===== config.mk =====
export PLATFORM = sky130hd
export DESIGN_NAME = audio_clk_div
export DESIGN_NICKNAME = d
export VERILOG_FILES = /design/src/rtl/acd_pkg.sv /design/src/rtl/acd_ratio_hold.sv /design/src/rtl/acd_phase_stage.sv /design/src/rtl/audio_clk_div.sv
export SDC_FILE = /design/constraint.sdc
export NUM_CORES = 1
export LEC_CHECK = 0
export BUFFER_PORTS_ARGS = -buffer_cell sky130_fd_sc_hd__buf_2
export CAP_MARGIN = 20
export CORE_UTILIZATION = 56
export CTS_CLUSTER_DIAMETER = 100
export CTS_CLUSTER_SIZE = 10
export DETAILED_ROUTE_END_ITERATION = 6
export PLACE_DENSITY = 0.76
export SLEW_MARGIN = 20
export SYNTH_ARGS = -nofsm -noshare
export SYNTH_HDL_FRONTEND = slang
export SYNTH_SLANG_ARGS = --single-unit
export TNS_END_PERCENT = 30

===== constraint.sdc =====
create_clock -name clk -period 4.5 [get_ports clk]
set_clock_uncertainty 0.1 [all_clocks]
set_input_delay 0.9 -clock clk [delete_from_list [all_inputs] [get_ports clk]]
set_output_delay 0.9 -clock clk [all_outputs]
set_load 0.01 [all_outputs]

===== src/rtl/acd_pkg.sv =====
// Package acd_pkg
// Shared ratio constants and helpers for the audio clock divider.
// Assumes frame codes above FRAME_TOP_CODE are folded onto the top code.
package acd_pkg;
    localparam int BIT_BASE_LOG2   = 1;   // bit field 0 divides by 2**1
    localparam int FRAME_BASE_LOG2 = 5;   // frame code 0 is 2**5 bit periods
    localparam int FRAME_TOP_CODE  = 2;   // highest distinct frame code

    // Fold an out-of-range frame code onto the longest frame.
    function automatic int frame_step(input int code);
        return (code > FRAME_TOP_CODE) ? FRAME_TOP_CODE : code;
    endfunction
endpackage


===== src/rtl/acd_ratio_hold.sv =====
// Module acd_ratio_hold
// Holds the active divide settings and turns them into counter limits.
// The settings follow the inputs while the dividers are stopped and are
// captured again only at a frame boundary while the dividers run.
module acd_ratio_hold #(
    parameter int BSEL_W = 1,
    parameter int FSEL_W = 3,
    parameter int MC_W   = 2,
    parameter int BC_W   = 7
) (
    input  logic              clk,
    input  logic              rst_n,
    input  logic              run,
    input  logic              frame_wrap,
    input  logic [BSEL_W-1:0] bsel_i,
    input  logic [FSEL_W-1:0] fsel_i,
    output logic [MC_W-1:0]   bit_last,
    output logic [MC_W-1:0]   bit_half,
    output logic [BC_W-1:0]   frame_last,
    output logic [BC_W-1:0]   frame_half
);
    import acd_pkg::*;

    logic [BSEL_W-1:0] bsel_q;
    logic [FSEL_W-1:0] fsel_q;
    int                bit_log2;
    int                frame_log2;

    // Capture the fields when stopped or at the end of a frame.
    always_ff @(posedge clk) begin
        if (!rst_n) begin
            bsel_q <= '0;
            fsel_q <= '0;
        end else if (!run || frame_wrap) begin
            bsel_q <= bsel_i;
            fsel_q <= fsel_i;
        end
    end

    // Derive last-count and half-period thresholds from the settings.
    always_comb begin
        bit_log2   = BIT_BASE_LOG2 + int'(bsel_q);
        frame_log2 = FRAME_BASE_LOG2 + frame_step(int'(fsel_q));
        bit_last   = MC_W'((1 << bit_log2) - 1);
        bit_half   = MC_W'(1 << (bit_log2 - 1));
        frame_last = BC_W'((1 << frame_log2) - 1);
        frame_half = BC_W'(1 << (frame_log2 - 1));
    end
endmodule


===== src/rtl/acd_phase_stage.sv =====
// Module acd_phase_stage
// One divider stage: counts steps from 0 to a last value and drives a
// registered square wave that is low in the first half of each period.
// Assumes last+1 is even and half equals (last+1)/2.
module acd_phase_stage #(
    parameter int CNT_W = 2
) (
    input  logic             clk,
    input  logic             rst_n,
    input  logic             run,
    input  logic             step,
    input  logic [CNT_W-1:0] last,
    input  logic [CNT_W-1:0] half,
    output logic             wrap,
    output logic             wave_o
);
    logic [CNT_W-1:0] cnt_q;
    logic [CNT_W-1:0] cnt_n;

    // Next count: cleared when stopped, advanced on each step.
    always_comb begin
        if (!run)
            cnt_n = '0;
        else if (step)
            cnt_n = (cnt_q == last) ? '0 : cnt_q + 1'b1;
        else
            cnt_n = cnt_q;
        wrap = run && step && (cnt_q == last);
    end

    // Register the count and the square wave derived from the next count.
    always_ff @(posedge clk) begin
        if (!rst_n) begin
            cnt_q  <= '0;
            wave_o <= 1'b0;
        end else begin
            cnt_q  <= cnt_n;
            wave_o <= run && (cnt_n >= half);
        end
    end
endmodule


===== src/rtl/audio_clk_div.sv =====
// Module audio_clk_div
// Top level: a bit-clock stage that steps every master cycle, chained into
// a frame stage that steps once per bit period. One enable drives both.
// Assumes every input is synchronous to clk.
module audio_clk_div #(
    parameter int BSEL_W = 1,
    parameter int FSEL_W = 3
) (
    input  logic              clk,
    input  logic              rst_n,
    input  logic              en,
    input  logic [BSEL_W-1:0] bclk_sel,
    input  logic [FSEL_W-1:0] frame_sel,
    output logic              bclk_o,
    output logic              fclk_o
);
    import acd_pkg::*;

    localparam int MC_W = BIT_BASE_LOG2 + (2 ** BSEL_W) - 1;
    localparam int BC_W = FRAME_BASE_LOG2 + FRAME_TOP_CODE;

    logic [MC_W-1:0] bit_last;
    logic [MC_W-1:0] bit_half;
    logic [BC_W-1:0] frame_last;
    logic [BC_W-1:0] frame_half;
    logic            bit_wrap;
    logic            frame_wrap;

    acd_ratio_hold #(
        .BSEL_W(BSEL_W), .FSEL_W(FSEL_W), .MC_W(MC_W), .BC_W(BC_W)
    ) u_hold (
        .clk(clk), .rst_n(rst_n), .run(en), .frame_wrap(frame_wrap),
        .bsel_i(bclk_sel), .fsel_i(frame_sel),
        .bit_last(bit_last), .bit_half(bit_half),
        .frame_last(frame_last), .frame_half(frame_half)
    );

    acd_phase_stage #(.CNT_W(MC_W)) u_bit (
        .clk(clk), .rst_n(rst_n), .run(en), .step(1'b1),
        .last(bit_last), .half(bit_half),
        .wrap(bit_wrap), .wave_o(bclk_o)
    );

    acd_phase_stage #(.CNT_W(BC_W)) u_frame (
        .clk(clk), .rst_n(rst_n), .run(en), .step(bit_wrap),
        .last(frame_last), .half(frame_half),
        .wrap(frame_wrap), .wave_o(fclk_o)
    );
endmodule


* Word level (Yosys, flattened, before mapping) *
Index checks and enable logic that the tools add are counted.

storage, ports and cells
  bits in registers = 15
  logic and storage cells = 36
  output and inout bits = 2
  input port bits = 7

cells by class
  add/sub/neg operators = 8
  eq/ne operators = 2
  multiplexer cells = 6
  order comparisons = 3
  reductions and logical operators = 7
  shift operators = 4

operators with widths
  cell                   number
  $shl 1x32->2 const A   2
  $shl 1x32->7 const A   2
  $sub 32x2->32 const B  2
  $add 4x32->32 const A  1
  $mux 7                 3
  $add 7x1->7 const B    1
  $eq 7x7->1             1
  $ge 7x7->1             1
  $sub 7x2->7 const B    1
  $logic_and 1x1->1      5
  $mux 2                 2
  $gt 3x2->1 const B     1
  $mux 3                 1
  $add 1x1->2 const A    1
  $add 2x1->2 const B    1
  $eq 2x2->1             1
  $ge 2x2->1             1
  $sub 2x2->2 const B    1
  $logic_not 1->1        1
  $logic_or 1x1->1       1

* Longest topological paths before layout *
Gate-level depths: netlist of the first run.

  word-level depth = 11
  depth in mapped cells = 12
  gate-level depth less buffers = 11

* By module *
Synthesis of the first run repeated with hierarchy kept, for this count alone.

unflattened totals
  cells, all modules = 141
  area, all modules = 1196.1 sq um

by module, submodules not included
  module                      instances  area an instance (sq um)  cells an instance
  acd_phase_stage at u_frame  1          644.4                     74
  acd_ratio_hold              1          329.1                     38
  acd_phase_stage at u_bit    1          219.0                     28
  audio_clk_div               1          3.8                       1

* Worst setup path before layout of the first run *
No wires, ideal clock.

  path kind = input to register
  from = input port en
  to = register u_frame.wave_o
  data required time = 4280 ps
  path slack = 1608 ps
  arrival = 2672 ps
  cell stages on the path = 10
  path buffers = 1
  library setup time = 120 ps
  cell sequence = clkbuf_1 -> nand4_1 -> nor3_1 -> xnor2_1 -> nor2_1 -> ha_1 -> and3_1 -> a21oi_1 -> o21ai_0 -> o31a_1

on the way
  longest elaborated chain between the ends = 5

RTL lines
  item                   line                   source
  start, declared        audio_clk_div.sv:11    input logic en,
  $logic_and 1x1->1      acd_phase_stage.sv:28  wrap = run && step && (cnt_q == last);
  $mux 7                 acd_phase_stage.sv:24  else if (step)
  $mux 7 (*)             acd_phase_stage.sv:22  if (!run)
  via u_frame.cnt_n[5]   acd_phase_stage.sv:18  logic [CNT_W-1:0] cnt_n;
  $ge 7x7->1 (*)         acd_phase_stage.sv:38  wave_o <= run && (cnt_n >= half);
  $logic_and 1x1->1 (*)  acd_phase_stage.sv:38
  end signal, assigned   acd_phase_stage.sv:38
  end, declared          acd_phase_stage.sv:15  output logic wave_o

Mark *: on every way through the listed nets, which the timed path passes. The rest lies on a longest branch.
A chain may end at the register's enable or synchronous reset.

* Worst setup path in the final report of the first run *
  from = register u_hold.fsel_q[0]
  to = register u_frame.wave_o

on the way
  longest elaborated chain between the ends = 11
  elaborated cells between the ends (all ways) = 13
  classes of those cells = 3 x add/sub; 2 x order compare; 1 x eq/ne; 2 x shift; 4 x mux; 1 x reduce/logical

RTL lines
  item                    line                   source
  start, declared         acd_ratio_hold.sv:25   logic [FSEL_W-1:0] fsel_q;
  start signal, assigned  acd_ratio_hold.sv:36   fsel_q <= fsel_i;
  $gt 3x2->1              acd_pkg.sv:11          return (code > FRAME_TOP_CODE) ? FRAME_TOP_CODE : code;
  $mux 3 (*)              acd_pkg.sv:11
  $add 4x32->32 (*)       acd_ratio_hold.sv:43   frame_log2 = FRAME_BASE_LOG2 + frame_step(int'(fsel_q));
  $shl 1x32->7 (*)        acd_ratio_hold.sv:46   frame_last = BC_W'((1 << frame_log2) - 1);
  $sub 7x2->7 (*)         acd_ratio_hold.sv:46
  $eq 7x7->1 (*)          acd_phase_stage.sv:25  cnt_n = (cnt_q == last) ? '0 : cnt_q + 1'b1;
  $mux 7 (*)              acd_phase_stage.sv:25
  $mux 7 (*)              acd_phase_stage.sv:24
  $mux 7 (*)              acd_phase_stage.sv:22
  via u_frame.cnt_n[4]    acd_phase_stage.sv:18
  $ge 7x7->1 (*)          acd_phase_stage.sv:38
  $logic_and 1x1->1 (*)   acd_phase_stage.sv:38

Marks and branches as above.

==> impl_metrics.env, run 1 <==
export IMPL_status="complete, no violations"
export IMPL_synth_most_common_cell="nand2_1"
export IMPL_grt_overflow_total=0
export IMPL_fp_coreArea_mm2=0.00156
export IMPL_cell_internal_pwr_uw=185
export IMPL_r2r_start="u_hold.fsel_q[0]$_SDFFE_PN0P_"
export IMPL_dpl_worst_slack_ns=1.56
export IMPL_final_cells=139
export IMPL_drt_iter0_drc=7
export IMPL_clkTransAtPathRegs_ns=0.10
export IMPL_worstMarginPinSlew_ns=0.594
export IMPL_finalWirelength_mm=1.69
export IMPL_finalSetupTns_ns=0
export IMPL_r2r_end="u_frame.wave_o$_SDFF_PN0_"
export IMPL_synth_top_cell_area_share=0.314
export IMPL_ys_flop_type="dfxtp_1"
export IMPL_r2r_cells=10
export IMPL_ff_latch_area_um2=300
export IMPL_power_uw=254
export IMPL_clock_latency_ns=0.28
export IMPL_net_switching_power_uw=69.2
export IMPL_synth_compound_area_share=0.0837
export IMPL_postCtsSetupBuffers=0
export IMPL_synth_simple_area_share=0.264
export IMPL_end_kind="flip-flop"
export IMPL_synth_top_family_by_area="simple AND/OR/NAND/NOR gates"
export IMPL_hold_viol=0
export IMPL_post_dp_hpwl_mm=1.34
export IMPL_rsz0062_at_grt="no"
export IMPL_required_ns=4.58
export IMPL_holdWs_ns=0.383
export IMPL_endpoint="u_frame.wave_o$_SDFF_PN0_"
export IMPL_maxSlewViolCount=0
export IMPL_port_buffers=8
export IMPL_area_delta_synth_final_pct=8.23
export IMPL_synth_xor_area_frac=0.0915
export IMPL_ys_ff_latch=15
export IMPL_num_nets_final=142
export IMPL_numClockSinks=15
export IMPL_p_comb_frac=0.143
export IMPL_num_antenna_cells=0
export IMPL_grt_pass1_vias=717
export IMPL_leakage_nw=0.468
export IMPL_fin_crit_ns=2.77
export IMPL_power_density_mw_per_mm2=246
export IMPL_synthesis_area_um2=957
export IMPL_syn_area_per_cell_um2=8.62
export IMPL_power_frac_seq=0.549
export IMPL_netlist_instances=111
export IMPL_p_clk_frac=0.308
export IMPL_critical_path_class="reg2reg"
export IMPL_async_flop_share=0
export IMPL_multi_input_area_um2=641
export IMPL_dr_pass1_iters=5
export IMPL_synthTopCellsByCount="18 x nand2_1, 15 x dfxtp_1, 11 x ha_1, 11 x nor2_1, 7 x xnor2_1"
export IMPL_htree_levels=1
export IMPL_cts_buffers=3
export IMPL_via_per_inst=5.15
export IMPL_post_route_period_util=0.616
export IMPL_ir_worst_vdd_uv=206
export IMPL_synth_enable_flop_cells=0
export IMPL_hold_depth=2
export IMPL_synth_area_leader_cell="dfxtp_1"
export IMPL_worst_slack_ns=1.73
export IMPL_synth_mux_area_frac=0.0627
export IMPL_nFillCells=138
export IMPL_setup_viol=0
export IMPL_cts_max_path_buffers=2
export IMPL_max_clock_freq_mhz=361
export IMPL_post_drt_wl_per_cell_um=12.2
export IMPL_cp_max_fo=10
export IMPL_ys_types=27
export IMPL_place_inst=135
export IMPL_synth_area_leaders="dfxtp_1 31%, ha_1 14%, nand2_1 7.1%, xnor2_1 6.4%, mux2i_1 6.3%"
export IMPL_cts_root_buffer="clkbuf_4"
export IMPL_dieArea_mm2=0.00188
export IMPL_die_y_um=43.3
export IMPL_maxCapViolations=0
export IMPL_ant_nets=0
export IMPL_drive_gt1_frac=0.122
export IMPL_vias=716
export IMPL_start_util=0.614
export IMPL_rows=14
export IMPL_io_pins=9
export IMPL_yosys_area_share_adder=0.144
export IMPL_power_share_switching=0.272
export IMPL_antenna_found_initial=0
export IMPL_startpoint_type="flip-flop"
export IMPL_crit_start="u_hold.fsel_q[0]$_SDFFE_PN0P_"
export IMPL_grt_max_degree=18
export IMPL_drc=0
export IMPL_ctsHoldBuffers=0
export IMPL_hp_class="reg2reg"
export IMPL_grt_pass1_wl_mm=3.00
export IMPL_cts_resized=0
export IMPL_gp_congestion=0.773
export IMPL_ys_warn_count=0
export IMPL_grt_usage=0.218
export IMPL_r2r_slack_ns=1.73
export IMPL_tritoncts="built"
export IMPL_fp_dieW_um=43.3
export IMPL_slew_headroom=0.603
export IMPL_arrival_ns=2.86
export IMPL_yosysSeqAreaShare=0.314
## stage by stage
stage	cell area [µm²]	utilization
after global placement	1010	0.647
after floorplan	972	-
after global routing	1040	0.665
after CTS	1040	0.665
final	1040	0.665
after detailed placement	1010	0.647
## worst max-delay path, cell delays in order (launching register included)
cell	delay [ns]
dfxtp_1	0.33
nor3_1	0.36
o21ai_0	0.15
xor2_1	0.19
o41ai_4	0.51
nor2_1	0.11
ha_1	0.33
and3_1	0.16
a21oi_1	0.10
o21ai_0	0.09
o31a_1	0.23
## how the worst min path moves through the flow
stage	to	slack, ns	startpoint
after floorplan	u_hold.fsel_q[0]$_SDFFE_PN0P_	0.35	u_hold.fsel_q[0]$_SDFFE_PN0P_
after global placement	u_hold.fsel_q[0]$_SDFFE_PN0P_	0.36	u_hold.fsel_q[0]$_SDFFE_PN0P_
after detailed placement	u_hold.fsel_q[0]$_SDFFE_PN0P_	0.37	u_hold.fsel_q[0]$_SDFFE_PN0P_
after CTS	u_hold.fsel_q[0]$_SDFFE_PN0P_	0.39	u_hold.fsel_q[0]$_SDFFE_PN0P_
after global routing	u_hold.fsel_q[0]$_SDFFE_PN0P_	0.41	u_hold.fsel_q[0]$_SDFFE_PN0P_
final	u_hold.fsel_q[0]$_SDFFE_PN0P_	0.38	u_hold.fsel_q[0]$_SDFFE_PN0P_
## flip-flops by register name, summed over array words and instances, names as in the netlist
register and cells:
u_frame.wave_o 1, u_bit.cnt_q 2, u_hold.fsel_q 3, u_bit.wave_o 1
u_hold.bsel_q 1, u_frame.cnt_q 7
## kinds of logic (layout without fill, tap and decap cells)
logic type,count (synthesis),after routing
AOI/OAI and AO/OA,9,9
xor gates and xnor gates,10,10
adders and majority gates,11,11
buffers and inverters,6,14
DFF,15,15
muxes,6,6
other,2,6
and+or+nand+nor,52,52
## routing by layer
metal / routed length [µm] / vias to the layer above / part of all wire / global-route usage
li1: - / 392 / - / -
met1: 837 / 317 / 0.50 / 0.277
met2: 806 / 5 / 0.48 / 0.373
met3: 32 / 2 / 0.019 / 0.0250
met4: 13 / 0 / 0.0077 / 0.0938
met5: 0 / - / 0 / 0
## power by group through the flow
stage / clock network (mW) / registers [mW] / logic [mW]
after global routing: 0.0833 / 0.140 / 0.0422
after CTS: 0.0810 / 0.140 / 0.0362
final: 0.0783 / 0.140 / 0.0364
after global placement: 0 / 0.143 / 0.0350
after floorplan: 0 / 0.142 / 0.0291
after detailed placement: 0 / 0.143 / 0.0361
## area by class of cell
class,count,area share
multi-input combinational,94,0.618
sequential,15,0.290
timing repair buffer,8,0.0386
clock buffer,3,0.0217
tap,16,0.0193
inverter,2,0.00725
clock inverter,1,0.00483
## layout by cell type (no fill, tap or decap), types with 2 or more instances in the layout
master    netlist  final
buf_2           0      8
and2_1          3      3
nor2_1         11     11
conb_1          2      6
nand2_1        18     18
and3_1          2      2
nand2b_1        3      3
ha_1           11     11
xor2_1          3      3
nor3b_1         5      5
mux2i_1         6      6
inv_1           2      2
xnor2_1         7      7
o21ai_0         2      2
clkbuf_4        0      3
nor3_1          3      3
nand3_1         3      3
a21oi_1         3      3
dfxtp_1        15     15
nand4_1         2      2
Power figures use the tool's default switching activity.
==> run 2: changes to the inputs <==
ABC_AREA = 1   (was unset)
clock period = 2.7 ns   (was 4.5 ns; I/O delays follow)
==> run 2 against run 1 <==
First-iteration DRC count up 140%; via count up 32%; cell area up 11%; flip-flop and latch count unchanged; critical endpoint unchanged.
==> impl_metrics.env, run 2 <==
export IMPL_netlist_instances=148
export IMPL_largest_register="u_frame.cnt_q"
export IMPL_async_flop_share=0
export IMPL_ys_ff_latch=15
export IMPL_largest_registers="u_frame.cnt_q: 7 flops, u_hold.fsel_q: 3 flops, u_bit.cnt_q: 2 flops"
export IMPL_endpoint="u_frame.wave_o$_SDFF_PN0_"
export IMPL_final_cells=188
export IMPL_power_density_mw_per_mm2=379
export IMPL_num_antenna_cells=0
export IMPL_grt_overflow_total=0
export IMPL_ant_nets=0
export IMPL_fp_dieW_um=45.1
export IMPL_design_area_mm2=0.00115
export IMPL_port_buffers=8
export IMPL_crit_top_cell="nand3_1"
export IMPL_postCtsSetupBuffers=0
export IMPL_dr_pass1_iters=4
export IMPL_power_frac_seq=0.538
export IMPL_cts_root_buffer="clkbuf_4"
export IMPL_synthesis_area_mm2=0.00104
export IMPL_drive_gt1_frac=0.141
export IMPL_crit_start="u_frame.cnt_q[0]$_SDFF_PN0_"
export IMPL_gp_congestion=0.841
export IMPL_required_ns=2.83
export IMPL_dieArea_mm2=0.00203
export IMPL_drc=0
export IMPL_r2r_start="u_frame.cnt_q[0]$_SDFF_PN0_"
export IMPL_finalSetupTns_ns=0
export IMPL_antenna_found_initial=0
export IMPL_area_delta_synth_final_pct=10.3
export IMPL_r2r_slack_ns=0.34
export IMPL_crit_chain="ha_1, nand3_1, a21oi_1, nand2_2, nor2_4, nand3_4, nand2_4, nor2_1, ha_1, nand3_1, nor3_1, nand3_1, nand3_1, nand2_1, inv_1"
export IMPL_maxSlewViolCount=0
export IMPL_synth_most_common_cell="nand2_1"
export IMPL_ctsHoldBuffers=0
export IMPL_ys_flop_type="dfxtp_1"
export IMPL_critical_path_class="reg2reg"
export IMPL_place_inst=184
export IMPL_r2r_end="u_frame.wave_o$_SDFF_PN0_"
export IMPL_cell_internal_pwr_uw=312
export IMPL_synthTopCellsByCount="27 x nand2_1, 19 x inv_1, 17 x nand3_1, 17 x nor2_1, 15 x dfxtp_1"
export IMPL_post_dp_hpwl_mm=1.62
export IMPL_start_util=0.602
export IMPL_largest_reg_flops=7
export IMPL_ys_types=27
export IMPL_vias=948
export IMPL_p_clk_frac=0.298
export IMPL_die_y_um=45.1
export IMPL_synth_area_leaders="dfxtp_1 29%, ha_1 13%, nand2_1 9.7%, nand3_1 8.2%, inv_1 6.9%"
export IMPL_clkTransAtPathRegs_ns=0.09
export IMPL_numClockSinks=15
export IMPL_max_clock_freq_mhz=425
export IMPL_layout_commonest_cell="nand2_1"
export IMPL_end_kind="flip-flop"
export IMPL_ir_worst_vdd_uv=268
export IMPL_clock_latency_ns=0.28
export IMPL_via_per_inst=5.04
export IMPL_hold_viol=0
export IMPL_grt_pass1_vias=845
export IMPL_rows=15
export IMPL_syn_area_per_cell_um2=7.03
export IMPL_p_comb_frac=0.164
export IMPL_dpl_cell_area_mm2=0.00112
export IMPL_cts_resized=0
export IMPL_hold_depth=3
export IMPL_cts_max_path_buffers=2
export IMPL_drt_iter0_drc=17
export IMPL_post_drt_wl_per_cell_um=10.8
export IMPL_maxCapViolations=0
export IMPL_hp_class="in2reg"
export IMPL_final_cell_mix="27 x nand2_1, 19 x inv_1, 17 x nand3_1, 17 x nor2_1, 15 x dfxtp_1"
export IMPL_cts_buffers=3
export IMPL_setup_viol=0
export IMPL_num_nets_final=182
export IMPL_power_share_switching=0.283
export IMPL_htree_levels=1
export IMPL_cp_slowest_cell="dfxtp_1"
export IMPL_fin_crit_ns=2.36
export IMPL_r2r_cells=15
export IMPL_yosysSeqAreaShare=0.289
export IMPL_synth_top_cell_area_share=0.289
export IMPL_finalWirelength_mm=2.03
export IMPL_grt_max_degree=14
export IMPL_grt_pass1_wl_mm=3.43
export IMPL_nFillCells=169
export IMPL_grt_usage=0.235
export IMPL_slowest_delay_ns=0.39
export IMPL_cp_max_fo=10
export IMPL_rsz0062_at_grt="no"
export IMPL_synth_area_leader_cell="dfxtp_1"
export IMPL_tritoncts="built"
export IMPL_ys_warn_count=0
export IMPL_net_switching_power_uw=123
export IMPL_io_pins=9
export IMPL_leakage_nw=0.560
export IMPL_arrival_ns=2.49
export IMPL_holdWs_ns=0.375
export IMPL_post_route_period_util=0.872
export IMPL_synth_enable_flop_cells=0
export IMPL_startpoint_type="flip-flop"
export IMPL_fp_coreArea_mm2=0.00173
export IMPL_status="complete, no violations"
==> run 2: through the flow <==
step	utilization	total power [mW]	setup WS (ns)
global route	0.664	0.467	0.0574
floorplan	-	0.291	0.599
global placement	0.649	0.307	0.369
CTS	0.664	0.439	0.344
finish	0.664	0.435	0.344
detailed placement	0.649	0.309	0.299
==> run 2: power groups by stage <==
stage / clock (mW) / combinational, mW / sequential, mW
floorplan: 0 / 0.0528 / 0.238
global placement: 0 / 0.0677 / 0.239
detailed placement: 0 / 0.0702 / 0.239
CTS: 0.134 / 0.0706 / 0.234
global route: 0.149 / 0.0826 / 0.235
finish: 0.130 / 0.0714 / 0.234
==> run 2: worst min path at each step <==
stage,start,slack (ns),end
finish,frame_sel[1],0.37,u_hold.fsel_q[1]$_SDFFE_PN0P_
global route,frame_sel[2],0.36,u_hold.fsel_q[2]$_SDFFE_PN0P_
CTS,frame_sel[2],0.37,u_hold.fsel_q[2]$_SDFFE_PN0P_
detailed placement,u_bit.cnt_q[0]$_SDFF_PN0_,0.38,u_bit.cnt_q[0]$_SDFF_PN0_
global placement,u_bit.cnt_q[0]$_SDFF_PN0_,0.37,u_bit.cnt_q[0]$_SDFF_PN0_
floorplan,u_bit.cnt_q[0]$_SDFF_PN0_,0.34,u_bit.cnt_q[0]$_SDFF_PN0_
==> run 2: cell families after synthesis <==
group	share of synthesized area
buffers and inverters	0.0806
other	0.00722
multiplexers	0.00963
XOR/XNOR	0.0169
AO/OA/AOI/OAI	0.0866
AND/OR/NAND/NOR	0.378
adder cells (fa/ha/maj)	0.132
flip-flops	0.289
==> run 2: cell type report <==
type | instances | area (µm²) | share of cell area
Tap cell | 25 | 31.3 | 0.0273
Clock buffer | 4 | 26.3 | 0.0229
Multi-Input combinational cell | 115 | 671 | 0.585
Sequential cell | 15 | 300 | 0.262
Inverter | 21 | 78.8 | 0.0687
Timing Repair Buffer | 8 | 40.0 | 0.0349
==> run 2: metal layers <==
layer  up-vias  share of wire  routed length, µm  track usage
met5         -              0                  0            0
met4         0         0.0079                 16       0.0909
met3         2          0.041                 83       0.0360
met2        19           0.48                971        0.394
met1       422           0.47                959        0.300
li1        505              -                  -            -
==> run 2: worst max-delay path: cells and delay by family (launching register included) <==
family / cells / cell delay [ns]
AOI/OAI and AO/OA: 1 / 0.16
adders and majority gates: 2 / 0.51
buffers and inverters: 1 / 0.04
DFF: 1 / 0.39
and+or+nand+nor: 11 / 1.13
